<file path="src/rtl/vat_pkg.sv">
package vat_pkg;
  typedef enum logic [1:0] {
    WALK_IDLE  = 2'd0,
    WALK_ISSUE = 2'd1,
    WALK_WAIT  = 2'd2
  } walk_state_e;
endpackage

</file>
<file path="src/rtl/vat_tlb_store.sv">
module vat_tlb_store #(
  parameter int N     = 4,
  parameter int VPN_W = 3,
  parameter int PFN_W = 4,
  localparam int IDX_W = $clog2(N)
) (
  input  logic             clk,
  input  logic             rst_n,
  input  logic [VPN_W-1:0] lk_vpn,
  output logic             lk_hit,
  output logic [PFN_W-1:0] lk_pfn,
  input  logic             flush,
  input  logic             fill_en,
  input  logic [IDX_W-1:0] fill_idx,
  input  logic [VPN_W-1:0] fill_vpn,
  input  logic [PFN_W-1:0] fill_pfn,
  input  logic             wire_en,
  input  logic [IDX_W-1:0] wire_idx,
  input  logic [VPN_W-1:0] wire_vpn,
  input  logic [PFN_W-1:0] wire_pfn,
  output logic [N-1:0]     valid_vec,
  output logic [N-1:0]     wired_vec
);
  logic [VPN_W-1:0] ent_vpn [N];
  logic [PFN_W-1:0] ent_pfn [N];

  // lowest matching slot wins
  always_comb begin
    lk_hit = 1'b0;
    lk_pfn = '0;
    for (int i = 0; i < N; i++) begin
      if (valid_vec[i] && ent_vpn[i] == lk_vpn && !lk_hit) begin
        lk_hit = 1'b1;
        lk_pfn = ent_pfn[i];
      end
    end
  end

  // priority per slot: lock write, then refill, then flush
  always_ff @(posedge clk) begin
    if (!rst_n) begin
      valid_vec <= '0;
      wired_vec <= '0;
      for (int i = 0; i < N; i++) begin
        ent_vpn[i] <= '0;
        ent_pfn[i] <= '0;
      end
    end else begin
      for (int i = 0; i < N; i++) begin
        if (wire_en && wire_idx == IDX_W'(i)) begin
          valid_vec[i] <= 1'b1;
          wired_vec[i] <= 1'b1;
          ent_vpn[i]   <= wire_vpn;
          ent_pfn[i]   <= wire_pfn;
        end else if (fill_en && fill_idx == IDX_W'(i)) begin
          valid_vec[i] <= 1'b1;
          wired_vec[i] <= 1'b0;
          ent_vpn[i]   <= fill_vpn;
          ent_pfn[i]   <= fill_pfn;
        end else if (flush && !wired_vec[i]) begin
          valid_vec[i] <= 1'b0;
        end
      end
    end
  end
endmodule

</file>
<file path="src/rtl/vat_victim_pick.sv">
module vat_victim_pick #(
  parameter int N = 4,
  localparam int IDX_W = $clog2(N)
) (
  input  logic             clk,
  input  logic             rst_n,
  input  logic [N-1:0]     wired_vec,
  input  logic             advance,
  output logic [IDX_W-1:0] victim_idx,
  output logic             victim_ok
);
  logic [IDX_W-1:0] ptr_q;

  // N is a power of two, so slot arithmetic wraps naturally
  function automatic logic [IDX_W-1:0] slot_after(logic [IDX_W-1:0] base, int step);
    return base + IDX_W'(step);
  endfunction

  always_comb begin
    victim_ok  = 1'b0;
    victim_idx = ptr_q;
    for (int k = N - 1; k >= 0; k--) begin
      if (!wired_vec[slot_after(ptr_q, k)]) begin
        victim_ok  = 1'b1;
        victim_idx = slot_after(ptr_q, k);
      end
    end
  end

  always_ff @(posedge clk) begin
    if (!rst_n)
      ptr_q <= '0;
    else if (advance)
      ptr_q <= slot_after(victim_idx, 1);
  end
endmodule

</file>
<file path="src/rtl/vat_walk_fsm.sv">
module vat_walk_fsm
  import vat_pkg::*;
#(
  parameter int VPN_W = 3,
  parameter int PFN_W = 4,
  parameter int AW    = 8
) (
  input  logic             clk,
  input  logic             rst_n,
  input  logic             start,
  input  logic [VPN_W-1:0] start_vpn,
  input  logic [AW-1:0]    pt_base,
  output logic             mem_rd_en,
  output logic [AW-1:0]    mem_rd_addr,
  input  logic             mem_rd_valid,
  input  logic [PFN_W:0]   mem_rd_data,
  output logic             busy,
  output logic             done,
  output logic             done_fault,
  output logic [PFN_W-1:0] done_pfn,
  output logic [VPN_W-1:0] walk_vpn
);
  walk_state_e      state_q;
  logic [VPN_W-1:0] vpn_q;

  function automatic logic [AW-1:0] entry_addr(logic [AW-1:0] base, logic [VPN_W-1:0] vpn);
    return base + AW'(vpn);
  endfunction

  assign busy        = (state_q != WALK_IDLE);
  assign mem_rd_en   = (state_q == WALK_ISSUE);
  assign mem_rd_addr = entry_addr(pt_base, vpn_q);
  assign done        = (state_q == WALK_WAIT) && mem_rd_valid;
  assign done_fault  = !mem_rd_data[PFN_W];
  assign done_pfn    = mem_rd_data[PFN_W-1:0];
  assign walk_vpn    = vpn_q;

  always_ff @(posedge clk) begin
    if (!rst_n) begin
      state_q <= WALK_IDLE;
      vpn_q   <= '0;
    end else begin
      unique case (state_q)
        WALK_IDLE: if (start) begin
          state_q <= WALK_ISSUE;
          vpn_q   <= start_vpn;
        end
        WALK_ISSUE: state_q <= WALK_WAIT;
        WALK_WAIT:  if (mem_rd_valid) state_q <= WALK_IDLE;
        default:    state_q <= WALK_IDLE;
      endcase
    end
  end
endmodule

</file>
<file path="src/rtl/vat_translator.sv">
module vat_translator #(
  parameter int VA_W  = 14,
  parameter int OFF_W = 11,
  parameter int PFN_W = 4,
  parameter int TLB_N = 4,
  parameter int AW    = 8,
  parameter int CNT_W = 16,
  localparam int VPN_W = VA_W - OFF_W,
  localparam int IDX_W = $clog2(TLB_N),
  localparam int PA_W  = PFN_W + OFF_W
) (
  input  logic             clk,
  input  logic             rst_n,
  input  logic             req_valid,
  input  logic [VA_W-1:0]  req_vaddr,
  output logic             req_ready,
  output logic             rsp_valid,
  output logic             rsp_hit,
  output logic             rsp_fault,
  output logic [PA_W-1:0]  rsp_paddr,
  input  logic [AW-1:0]    pt_base,
  output logic             mem_rd_en,
  output logic [AW-1:0]    mem_rd_addr,
  input  logic             mem_rd_valid,
  input  logic [PFN_W:0]   mem_rd_data,
  input  logic             flush,
  input  logic             wire_en,
  input  logic [IDX_W-1:0] wire_slot,
  input  logic [VPN_W-1:0] wire_vpn,
  input  logic [PFN_W-1:0] wire_pfn,
  output logic [CNT_W-1:0] hit_count,
  output logic [CNT_W-1:0] miss_count
);
  function automatic logic [VPN_W-1:0] page_of(logic [VA_W-1:0] va);
    return va[VA_W-1:OFF_W];
  endfunction
  function automatic logic [OFF_W-1:0] offset_of(logic [VA_W-1:0] va);
    return va[OFF_W-1:0];
  endfunction
  function automatic logic [PA_W-1:0] join_pa(logic [PFN_W-1:0] pfn, logic [OFF_W-1:0] off);
    return {pfn, off};
  endfunction

  // named internal events
  logic             accept, hit_acc, miss_acc;
  logic             lk_hit;
  logic [PFN_W-1:0] lk_pfn;
  logic             walk_busy, walk_done, walk_fault;
  logic [PFN_W-1:0] walk_pfn;
  logic [VPN_W-1:0] walk_vpn;
  logic             fill_en;
  logic [IDX_W-1:0] fill_idx;
  logic             victim_ok;
  logic [TLB_N-1:0] ent_valid, ent_wired;
  logic [OFF_W-1:0] off_q;

  assign req_ready = !walk_busy;
  assign accept    = req_valid && req_ready;
  assign hit_acc   = accept && lk_hit;
  assign miss_acc  = accept && !lk_hit;
  assign fill_en   = walk_done && !walk_fault && victim_ok;

  assign rsp_valid = hit_acc || walk_done;
  assign rsp_hit   = hit_acc;
  assign rsp_fault = walk_done && walk_fault;
  assign rsp_paddr = hit_acc ? join_pa(lk_pfn, offset_of(req_vaddr))
                             : join_pa(walk_pfn, off_q);

  vat_tlb_store #(.N(TLB_N), .VPN_W(VPN_W), .PFN_W(PFN_W)) u_store (
    .clk(clk), .rst_n(rst_n),
    .lk_vpn(page_of(req_vaddr)), .lk_hit(lk_hit), .lk_pfn(lk_pfn),
    .flush(flush),
    .fill_en(fill_en), .fill_idx(fill_idx), .fill_vpn(walk_vpn), .fill_pfn(walk_pfn),
    .wire_en(wire_en), .wire_idx(wire_slot), .wire_vpn(wire_vpn), .wire_pfn(wire_pfn),
    .valid_vec(ent_valid), .wired_vec(ent_wired)
  );

  vat_victim_pick #(.N(TLB_N)) u_victim (
    .clk(clk), .rst_n(rst_n),
    .wired_vec(ent_wired), .advance(fill_en),
    .victim_idx(fill_idx), .victim_ok(victim_ok)
  );

  vat_walk_fsm #(.VPN_W(VPN_W), .PFN_W(PFN_W), .AW(AW)) u_walk (
    .clk(clk), .rst_n(rst_n),
    .start(miss_acc), .start_vpn(page_of(req_vaddr)), .pt_base(pt_base),
    .mem_rd_en(mem_rd_en), .mem_rd_addr(mem_rd_addr),
    .mem_rd_valid(mem_rd_valid), .mem_rd_data(mem_rd_data),
    .busy(walk_busy), .done(walk_done), .done_fault(walk_fault),
    .done_pfn(walk_pfn), .walk_vpn(walk_vpn)
  );

  always_ff @(posedge clk) begin
    if (!rst_n) begin
      off_q      <= '0;
      hit_count  <= '0;
      miss_count <= '0;
    end else begin
      if (miss_acc) off_q <= offset_of(req_vaddr);
      if (hit_acc)  hit_count  <= hit_count + 1'b1;
      if (miss_acc) miss_count <= miss_count + 1'b1;
    end
  end
endmodule

</file>
<file path="config.mk">
export PLATFORM = sky130hd
export DESIGN_NAME = vat_translator
export DESIGN_NICKNAME = d
export VERILOG_FILES = /design/src/rtl/vat_pkg.sv /design/src/rtl/vat_tlb_store.sv /design/src/rtl/vat_victim_pick.sv /design/src/rtl/vat_walk_fsm.sv /design/src/rtl/vat_translator.sv
export SDC_FILE = /design/constraint.sdc
export NUM_CORES = 1
export LEC_CHECK = 0
export ABC_CLOCK_PERIOD_IN_PS = 7720
export CAP_MARGIN = 0
export CORE_UTILIZATION = 30
export DETAILED_ROUTE_END_ITERATION = 6
export DONT_BUFFER_PORTS = 1
export SKIP_CTS_REPAIR_TIMING = 1
export SYNTH_ARGS = -nofsm -noshare
export SYNTH_HDL_FRONTEND = slang
export SYNTH_SLANG_ARGS = --single-unit
</file>
<file path="constraint.sdc">
create_clock -name clk -period 7.72 [get_ports clk]
set_clock_uncertainty 0.1 [all_clocks]
set_input_delay 1.158 -clock clk [delete_from_list [all_inputs] [get_ports clk]]
set_output_delay 1.158 -clock clk [all_outputs]
set_load 0.005 [all_outputs]
</file>
==> out/qor.txt, run 1 <==
Status -> complete, but fails checks
Failing checks -> DRC
FF+latch count, synth -> 86
Avg Inst Size Synth -> 8.540 um2
GRT Residual Overflow -> 0
Effective utilization at floorplan -> 31.03%
Clock power share -> 44.0%
Site Rows -> 44
Net Switching -> 0.2413 mW
First drt pass iteration count -> 7
Worst VDD drop -> 0.1176 mV
Proportion of layout cells with a drive suffix above 1 -> 4.440%
Commonest non-fill, non-tap cell in the layout -> nand2_1
CTS buffer count -> 9
Placed Area -> 4663 um2
Most frequent cells in the layout -> 60 x nand2_1, 58 x dfxtp_1, 53 x a21oi_1, 47 x nor2_1, 41 x nand3_1
Slew Viols, Final -> 0
First DRT Iteration DRCs -> 365
Asr flop ratio synth -> 0%
Clock buffer depth -> 2
Post-synthesis sequential area ratio -> 43.90%
DIE AREA -> 15700 um2
DRT antenna net count -> 0
GPL Wtd Cong -> 0.8013
Clk slew on worst S/H paths -> 0.06 ns
Post-Syn Instances -> 534
Syn-to-layout area delta -> 8.971%
CTS tree -> built
RSZ-0062 raised after global routing -> no
Final net count -> 565
Final Hold Fails -> 0
TritonCTS Sinks -> 86
Critical Path RT -> 6.46 ns
I/O pin total -> 102
Netlist cell types -> 51
Int Pwr -> 0.7956 mW
Pwr Density -> 208.7 nW/um2
Register share of total power -> 48.3%
Synthesized cell area -> 4561 um2
Die height -> 125.3 um
Core box area -> 14700 um2
Final period util -> 61.10%
Max Freq -> 212.0 MHz
Vias -> 3960
Port Buf Inserts -> 0
Largest net degree at the start of global routing -> 78
Fin crit period -> 4.717 ns
Die X -> 125.3 um
Actual slew at the worst max-slew pin -> 1.263 ns
Pleak -> 1.694 nW
Worst Path Max Fanout -> 38
Root Buffer -> clkbuf_16
Dpl hpwl -> 8736 um
Crit Path Category -> input port to primary output
Finished Cell Area -> 4970 um2
Switching Fraction -> 23.27%
Vias in the first global route -> 3711
First-pass GRT wire length -> 19260 um
Fillcell total -> 1478
Synth warnings -> 0
Final setup vio count -> 0
Max-slew headroom -> 15.65%
Initial antenna violation count -> 0
Power consumption -> 1.037 mW
Avg WL per Cell -> 17.22 um
Logic pwr share -> 7.7%
Final TNS setup -> 0 ns
Worst Setup End Kind -> primary output
CP Data Arrival Time -> 3.46 ns
H-tree levels -> 3
Vias per std cell -> 5.641
Register-to-register setup slack -> 4.73 ns
GR Util All Layers -> 15.71%
Mapped Nets -> 586
Routed WL -> 12090 um
Synth Flop Type -> dfxtp_1
Max cap viols -> 0
Number of remaining DRC errors -> 9
Crit start category -> input port
Worst skew pair latency -> 0.34 ns
Post-synth EDFFs -> 28
# diodes -> 0
Hold Path Class -> register to register
==> final cells by class <==
class | count | area [um2] | share of cell area, %
well taps | 184 | 230.2 | 4.632
repair buffers | 2 | 15.01 | 0.3021
flip-flops and latches | 86 | 2002 | 40.28
inverters | 13 | 48.80 | 0.9819
clock buffers | 11 | 232.7 | 4.683
multi-input cells | 401 | 2367 | 47.63
clock inverters | 5 | 73.82 | 1.485
==> metrics by stage <==
step | hold WS, ns | utilization (%) | cells | worst slack, ns
after floorplan | 0.3541 | - | 534 | 3.469
after global placement | 0.3601 | 31.72 | 686 | 3.077
after detailed placement | 0.3679 | 31.72 | 686 | 2.982
after CTS | 0.3771 | 33.81 | 702 | 2.969
after global routing | 0.4011 | 33.81 | 702 | 2.844
final | 0.3776 | 33.81 | 702 | 3.003
==> cell usage after synthesis, drive strengths merged, types with 14 or more instances <==
cell / n / share of area, %
a21oi: 53 / 5.8
a22oi: 21 / 3.5
clkbuf: 25 / 2.1
dfxtp: 58 / 25
edfxtp: 28 / 18
nand2: 60 / 4.9
nand3: 41 / 4.5
nor2: 47 / 3.9
o21ai: 34 / 3.7
o31ai: 14 / 2.3
or4: 14 / 2.3
xnor2: 15 / 2.9
==> worst paths after layout <==
check | start | end | depth (start not counted)
setup / recovery | req_vaddr[12] | rsp_paddr[13] | 6
hold / removal | off_q[3] | off_q[3] | 2
setup reg to reg | u_store.ent_vpn[0][6] | hit_count[0] | 7
hold reg to reg | off_q[3] | off_q[3] | 2
==> sequential cells by signal, indices dropped and copies added, names as in the netlist <==
| register | flops |
|---|---|
| hit_count | 16 |
| miss_count | 16 |
| u_store.ent_pfn | 16 |
| u_store.ent_vpn | 12 |
| off_q | 11 |
| u_store.valid_vec | 4 |
| u_store.wired_vec | 4 |
| u_walk.walk_vpn | 3 |
| u_victim.ptr_q | 2 |
| u_walk.state_q | 2 |
==> cells by family (layout without fill, tap and decap cells) <==
family	count (synthesis)	count (layout)	synth area share (%)
mux	3	3	0.6585
xor+xnor	19	19	3.649
flops	86	86	43.90
buf+inv	47	31	4.554
compound gates	149	149	19.73
simple gates	220	220	24.61
fa+ha+maj	10	10	2.908
==> power by group through the flow <==
stage / clock [mW] / combinational, mW / sequential, mW
after floorplan: 0 / 0.0691 / 0.505
after global placement: 0 / 0.0772 / 0.511
after global routing: 0.484 / 0.0905 / 0.503
final: 0.456 / 0.0796 / 0.501
after detailed placement: 0 / 0.0800 / 0.511
after CTS: 0.466 / 0.0802 / 0.501
==> critical path, stage by stage <==
cell and delay [ns]:
xnor2_1 0.10, and4_1 0.30, o41ai_2 0.35, buf_4 0.38, clkinv_1 0.70, a31oi_1 0.44
==> layer usage <==
metal	share of wire, %	wire length (um)	global-route usage (%)
met5	0	0	0
met4	2.1	248	7.245
met3	8.6	1035	5.220
met2	49	5890	26.98
met1	41	4911	17.60
No activity file was read; power rests on OpenSTA's default activity.
==> run 2, diff against run 1 <==
--- a/config.mk
+++ b/config.mk
@@ -5,7 +5,7 @@
 export SDC_FILE = /design/constraint.sdc
 export NUM_CORES = 1
 export LEC_CHECK = 0
-export ABC_CLOCK_PERIOD_IN_PS = 7720
+export ABC_CLOCK_PERIOD_IN_PS = 3900
 export CAP_MARGIN = 0
 export CORE_UTILIZATION = 30
 export DETAILED_ROUTE_END_ITERATION = 6
==> constraint.sdc (replaced) <==
create_clock -name clk -period 3.9 [get_ports clk]
set_clock_uncertainty 0.1 [all_clocks]
set_input_delay 0.585 -clock clk [delete_from_list [all_inputs] [get_ports clk]]
set_output_delay 0.585 -clock clk [all_outputs]
set_load 0.005 [all_outputs]
==> out/qor.txt, run 2 (synthesis gave the netlist of run 1 again) <==
Vias per std cell -> 5.634 (was 5.641)
Fin crit period -> 3.526 ns
Finished Cell Area -> 4991 um2 (was 4970 um2)
Worst slack at placement -> 0.5532 ns (was 2.982 ns)
Root Buffer -> clkbuf_16 (unchanged)
Grt met3 use -> 5.563% (was 5.220%)
Largest net degree at the start of global routing -> 44 (was 78)
Core box area -> 14700 um2 (unchanged)
Placed Area -> 4708 um2 (was 4663 um2)
Worst Path Max Fanout -> 25 (was 38)
Met1 Use GR -> 17.91% (was 17.60%)
Vias in the first global route -> 3808 (was 3711)
Max cap viols -> 0 (unchanged)
Fin cells -> 708 (was 702)
Crit Path Category -> register to primary output (was input port to primary output)
Final setup vio count -> 0 (unchanged)
Logic pwr share -> 8.3% (was 7.7%)
CP Data Arrival Time -> 2.84 ns (was 3.46 ns)
Final period util -> 90.40%
Int Pwr -> 1.514 mW (was 0.7956 mW)
First-pass GRT wire length -> 19380 um (was 19260 um)
H-tree levels -> 3 (unchanged)
First DRT Iteration DRCs -> 328 (was 365)
Die X -> 125.3 um (unchanged)
Crit start category -> register (was input port)
Switching Fraction -> 23.96% (was 23.27%)
Dpl hpwl -> 8884 um (was 8736 um)
GPL Wtd Cong -> 0.8278 (was 0.8013)
Most frequent cells in the layout -> 60 x nand2_1, 58 x dfxtp_1, 53 x a21oi_1, 47 x nor2_1, 41 x nand3_1 (unchanged)
Vias -> 3989 (was 3960)
Leading registers by flop count -> hit_count (16), miss_count (16), u_store.ent_pfn (16) (unchanged)
Initial antenna violation count -> 0 (unchanged)
Power consumption -> 1.992 mW (was 1.037 mW)
TritonCTS Sinks -> 86 (unchanged)
GRT Residual Overflow -> 0 (unchanged)
Final TNS setup -> 0 ns (unchanged)
GR Util All Layers -> 15.62% (was 15.71%)
Fillcell total -> 1492 (was 1478)
Die height -> 125.3 um (unchanged)
Commonest non-fill, non-tap cell in the layout -> nand2_1 (unchanged)
Slew Viols, Final -> 0 (unchanged)
Avg WL per Cell -> 17.16 um (was 17.22 um)
Actual slew at the worst max-slew pin -> 1.196 ns (was 1.263 ns)
Status -> complete, but fails checks (unchanged)
Net Switching -> 0.4772 mW (was 0.2413 mW)
Pwr Density -> 399.0 nW/um2 (was 208.7 nW/um2)
Post-Place Cells -> 692 (was 686)
Clock power share -> 41.9% (was 44.0%)
Clock buffer depth -> 2 (unchanged)
Critical Path RT -> 3.21 ns (was 6.46 ns)
RSZ-0062 raised after global routing -> no (unchanged)
Routed WL -> 12150 um (was 12090 um)
Clk slew on worst S/H paths -> 0.06 ns (about the same)
Hold Path Class -> input port to register (was register to register)
CTS buffer count -> 9 (unchanged)
Worst skew pair latency -> 0.33 ns (was 0.34 ns)
Syn-to-layout area delta -> 9.438% (was 8.971%)
Fin util -> 33.95% (was 33.81%)
Register share of total power -> 49.8% (was 48.3%)
Met2 usage -> 25.76% (was 26.98%)
Max Freq -> 283.6 MHz
Final net count -> 571 (was 565)
Site Rows -> 44 (unchanged)
CTS tree -> built (unchanged)
Most used routing layer -> met2 (unchanged)
Min Hold Slack -> 0.2958 ns (was 0.3776 ns)
Failing checks -> DRC (unchanged)
Final worst slack -> 0.3745 ns (was 3.003 ns)
First drt pass iteration count -> 7 (unchanged)
Pleak -> 1.707 nW (was 1.694 nW)
Port Buf Inserts -> 0 (unchanged)
DIE AREA -> 15700 um2 (unchanged)
Proportion of layout cells with a drive suffix above 1 -> 5.344% (was 4.440%)
# diodes -> 0 (unchanged)
Number of remaining DRC errors -> 10 (was 9)
DRT antenna net count -> 0 (unchanged)
Worst Setup End Kind -> primary output (unchanged)
Effective utilization at floorplan -> 31.03% (unchanged)
I/O pin total -> 102 (unchanged)
Final Hold Fails -> 0 (unchanged)
Worst VDD drop -> 0.1773 mV (was 0.1176 mV)
Max-slew headroom -> 20.29% (was 15.65%)
run 2: cell count changes in the layout (fill, tap and decap cells not counted):
cell / previous run / this run
buf_4: 2 / 8
clkinvlp_4: 0 / 1
clkinv_2: 2 / 1
clkinv_1: 2 / 3
bufinv_16: 2 / 1
run 2: power by group through the flow:
stage | clock (mW) | combinational [mW] | sequential [mW]
final | 0.835 | 0.165 | 0.992
after floorplan | 0 | 0.137 | 0.999
after CTS | 0.846 | 0.166 | 0.992
after global placement | 0 | 0.160 | 1.01
after detailed placement | 0 | 0.165 | 1.01
after global routing | 0.887 | 0.186 | 0.997
run 2: worst max-delay path: stages, from the launching register on:
cell	delay, ns
edfxtp_1	0.41
xnor2_1	0.15
and4_1	0.31
o41ai_2	0.40
clkinv_1	0.68
a31oi_1	0.40
buf_4	0.15
run 2: final timing paths:
path,start,endpoint,slack (ns),cells after the start
worst max-delay path,u_store.ent_vpn[0][7],rsp_paddr[12],0.37,6
worst min-delay path,req_vaddr[7],off_q[7],0.30,2
worst max register to register,u_store.ent_vpn[0][4],miss_count[14],0.89,5
worst min register to register,off_q[0],off_q[0],0.38,2
run 2: layer usage:
metal,wire [um],share of wire [%]
met1,4981,41
met2,5769,47
met3,1019,8.4
met4,381,3.1
met5,0,0
run 2: final cells by class:
| type | instances | area, um2 | share of cell area, % |
|---|---|---|---|
| clock buffers | 11 | 232.7 | 4.663 |
| clock inverters | 5 | 50.05 | 1.003 |
| inverters | 13 | 48.80 | 0.9777 |
| well taps | 184 | 230.2 | 4.613 |
| multi-input cells | 401 | 2367 | 47.43 |
| repair buffers | 8 | 60.06 | 1.203 |
| flip-flops and latches | 86 | 2002 | 40.11 |
==> run 3, diff against run 2 <==
--- a/config.mk
+++ b/config.mk
@@ -5,7 +5,7 @@
 export SDC_FILE = /design/constraint.sdc
 export NUM_CORES = 1
 export LEC_CHECK = 0
-export ABC_CLOCK_PERIOD_IN_PS = 3900
+export ABC_CLOCK_PERIOD_IN_PS = 3600
 export CAP_MARGIN = 0
 export CORE_UTILIZATION = 30
 export DETAILED_ROUTE_END_ITERATION = 6
==> constraint.sdc (replaced) <==
create_clock -name clk -period 3.6 [get_ports clk]
set_clock_uncertainty 0.1 [all_clocks]
set_input_delay 0.54 -clock clk [delete_from_list [all_inputs] [get_ports clk]]
set_output_delay 0.54 -clock clk [all_outputs]
set_load 0.005 [all_outputs]
==> out/qor.txt, run 3 (synthesis gave the netlist of run 1 again) <==
GPL Wtd Cong -> 0.8127 (was 0.8278)
First DRT Iteration DRCs -> 256 (was 328)
TritonCTS Sinks -> 86 (unchanged)
DIE AREA -> 15700 um2 (unchanged)
Min-delay src -> req_vaddr[0] (was req_vaddr[7])
GR Util All Layers -> 15.44% (was 15.62%)
RSZ-0062 raised after global routing -> no (unchanged)
Proportion of layout cells with a drive suffix above 1 -> 6.641% (was 5.344%)
Site Rows -> 44 (unchanged)
Worst VDD drop -> 0.2337 mV (was 0.1773 mV)
CTS buffer count -> 9 (unchanged)
Vias per std cell -> 5.551 (was 5.634)
Power consumption -> 2.236 mW (was 1.992 mW)
Finished Cell Area -> 5044 um2 (was 4991 um2)
Critical Path RT -> 2.96 ns (was 3.21 ns)
Root Buffer -> clkbuf_16 (unchanged)
H-tree levels -> 3 (unchanged)
Top delay family on crit path -> buffers and inverters (unchanged)
Placed Area -> 4731 um2 (was 4708 um2)
Final Hold Fails -> 0 (unchanged)
Final TNS setup -> 0 ns (unchanged)
DRT antenna net count -> 0 (unchanged)
Fin cells -> 711 (was 708)
Crit start category -> register (unchanged)
Largest net degree at the start of global routing -> 47 (was 44)
Vias in the first global route -> 3793 (was 3808)
Core box area -> 14700 um2 (unchanged)
First drt pass iteration count -> 7 (unchanged)
Vias -> 3947 (was 3989)
# diodes -> 0 (unchanged)
Syn-to-layout area delta -> 10.59% (was 9.438%)
Slowest stage delay, CP -> 0.42 ns (was 0.68 ns)
Clk slew on worst S/H paths -> 0.06 ns (about the same)
Slowest cell on the critical path -> edfxtp_1 (was clkinv_1)
Die X -> 125.3 um (unchanged)
Avg WL per Cell -> 16.81 um (was 17.16 um)
R2r startpoint -> u_store.ent_vpn[0][7] (was u_store.ent_vpn[0][4])
Pleak -> 1.747 nW (was 1.707 nW)
R2R depth -> 5 (unchanged)
Initial antenna violation count -> 0 (unchanged)
Effective utilization at floorplan -> 31.03% (unchanged)
Fin crit period -> 2.995 ns
Dpl hpwl -> 8730 um (was 8884 um)
CTS tree -> built (unchanged)
Fillcell total -> 1494 (was 1492)
Final setup vio count -> 0 (unchanged)
Slew Viols, Final -> 0 (unchanged)
Port Buf Inserts -> 0 (unchanged)
Post-Place Cells -> 695 (was 692)
Most used cell, CP -> nand2_1
Die height -> 125.3 um (unchanged)
Leading registers by flop count -> hit_count (16), miss_count (16), u_store.ent_pfn (16) (unchanged)
Worst skew pair latency -> 0.34 ns (was 0.33 ns)
Max Freq -> 333.9 MHz
Worst hold path stage count -> 2 (unchanged)
Crit Path Category -> register to primary output (unchanged)
GRT Residual Overflow -> 0 (unchanged)
Most frequent cells in the layout -> 60 x nand2_1, 58 x dfxtp_1, 53 x a21oi_1, 47 x nor2_1, 41 x nand3_1 (unchanged)
Final net count -> 574 (was 571)
Storage element area -> 2002 um2 (unchanged)
Failing checks -> DRC (unchanged)
Area of the multi-input gates -> 2367 um2 (unchanged)
Routed WL -> 11950 um (was 12150 um)
Crit path buffers/inverters -> 2 (unchanged)
Final period util -> 83.18%
Worst Path Max Fanout -> 17 (was 25)
Status -> complete, but fails checks (unchanged)
Hold Path Class -> input port to register (unchanged)
Max-slew headroom -> 38.03% (was 20.29%)
Number of remaining DRC errors -> 9 (was 10)
Actual slew at the worst max-slew pin -> 0.9226 ns (was 1.196 ns)
Commonest non-fill, non-tap cell in the layout -> nand2_1 (unchanged)
Worst Setup End Kind -> primary output (unchanged)
Max cap viols -> 0 (unchanged)
Crit. path cell count -> 7 (was 6)
Clock buffer depth -> 2 (unchanged)
Pwr Density -> 443.4 nW/um2 (was 399.0 nW/um2)
CP Data Arrival Time -> 2.35 ns (was 2.84 ns)
Cell Chain, Critical Path -> xnor2_1, and4_1, o41ai_2, clkinv_1, buf_4, nand2_1, nand2_1 (was xnor2_1, and4_1, o41ai_2, clkinv_1, a31oi_1, buf_4)
CP startpoint -> u_store.ent_vpn[0][7] (unchanged)
I/O pin total -> 102 (unchanged)
First-pass GRT wire length -> 19090 um (was 19380 um)
[run 3: per-stage QoR]
stage | setup slack, ns | hold WS (ns) | util, %
after floorplan | 0.5846 | 0.3541 | -
after global placement | 0.8100 | 0.3614 | 32.18
after detailed placement | 0.7099 | 0.3670 | 32.18
after CTS | 0.5795 | 0.2238 | 34.31
after global routing | 0.4769 | 0.2335 | 34.31
final | 0.6055 | 0.2371 | 34.31
[run 3: worst paths after layout]
| kind | endpoint | slack [ns] |
|---|---|---|
| setup / recovery | rsp_paddr[2] | 0.61 |
| hold reg to reg | off_q[6] | 0.38 |
| hold / removal | off_q[0] | 0.24 |
| setup reg to reg | miss_count[10] | 0.78 |
[run 3: routing by layer]
| layer | GRT usage, % | share of wire [%] | vias to the layer above |
|---|---|---|---|
| met5 | 0 | 0 | - |
| met4 | 8.465 | 2.8 | 0 |
| met3 | 3.894 | 7.2 | 20 |
| met2 | 24.75 | 46 | 144 |
| met1 | 19.00 | 44 | 1848 |
| li1 | - | - | 1935 |
[run 3: power breakdown]
group | total [mW] | switching, mW | leakage (nW) | internal, mW
clock network | 0.982 | 0.395 | 0.158 | 0.587
logic | 0.178 | 0.112 | 0.832 | 0.0664
registers | 1.08 | 0.0327 | 0.757 | 1.04
[run 3: area by class of cell]
type	count	area share, %
clock inverters	5	1.092
well taps	184	4.565
inverters	13	0.9675
clock buffers	11	5.110
flip-flops and latches	86	39.69
repair buffers	11	1.637
multi-input cells	401	46.94
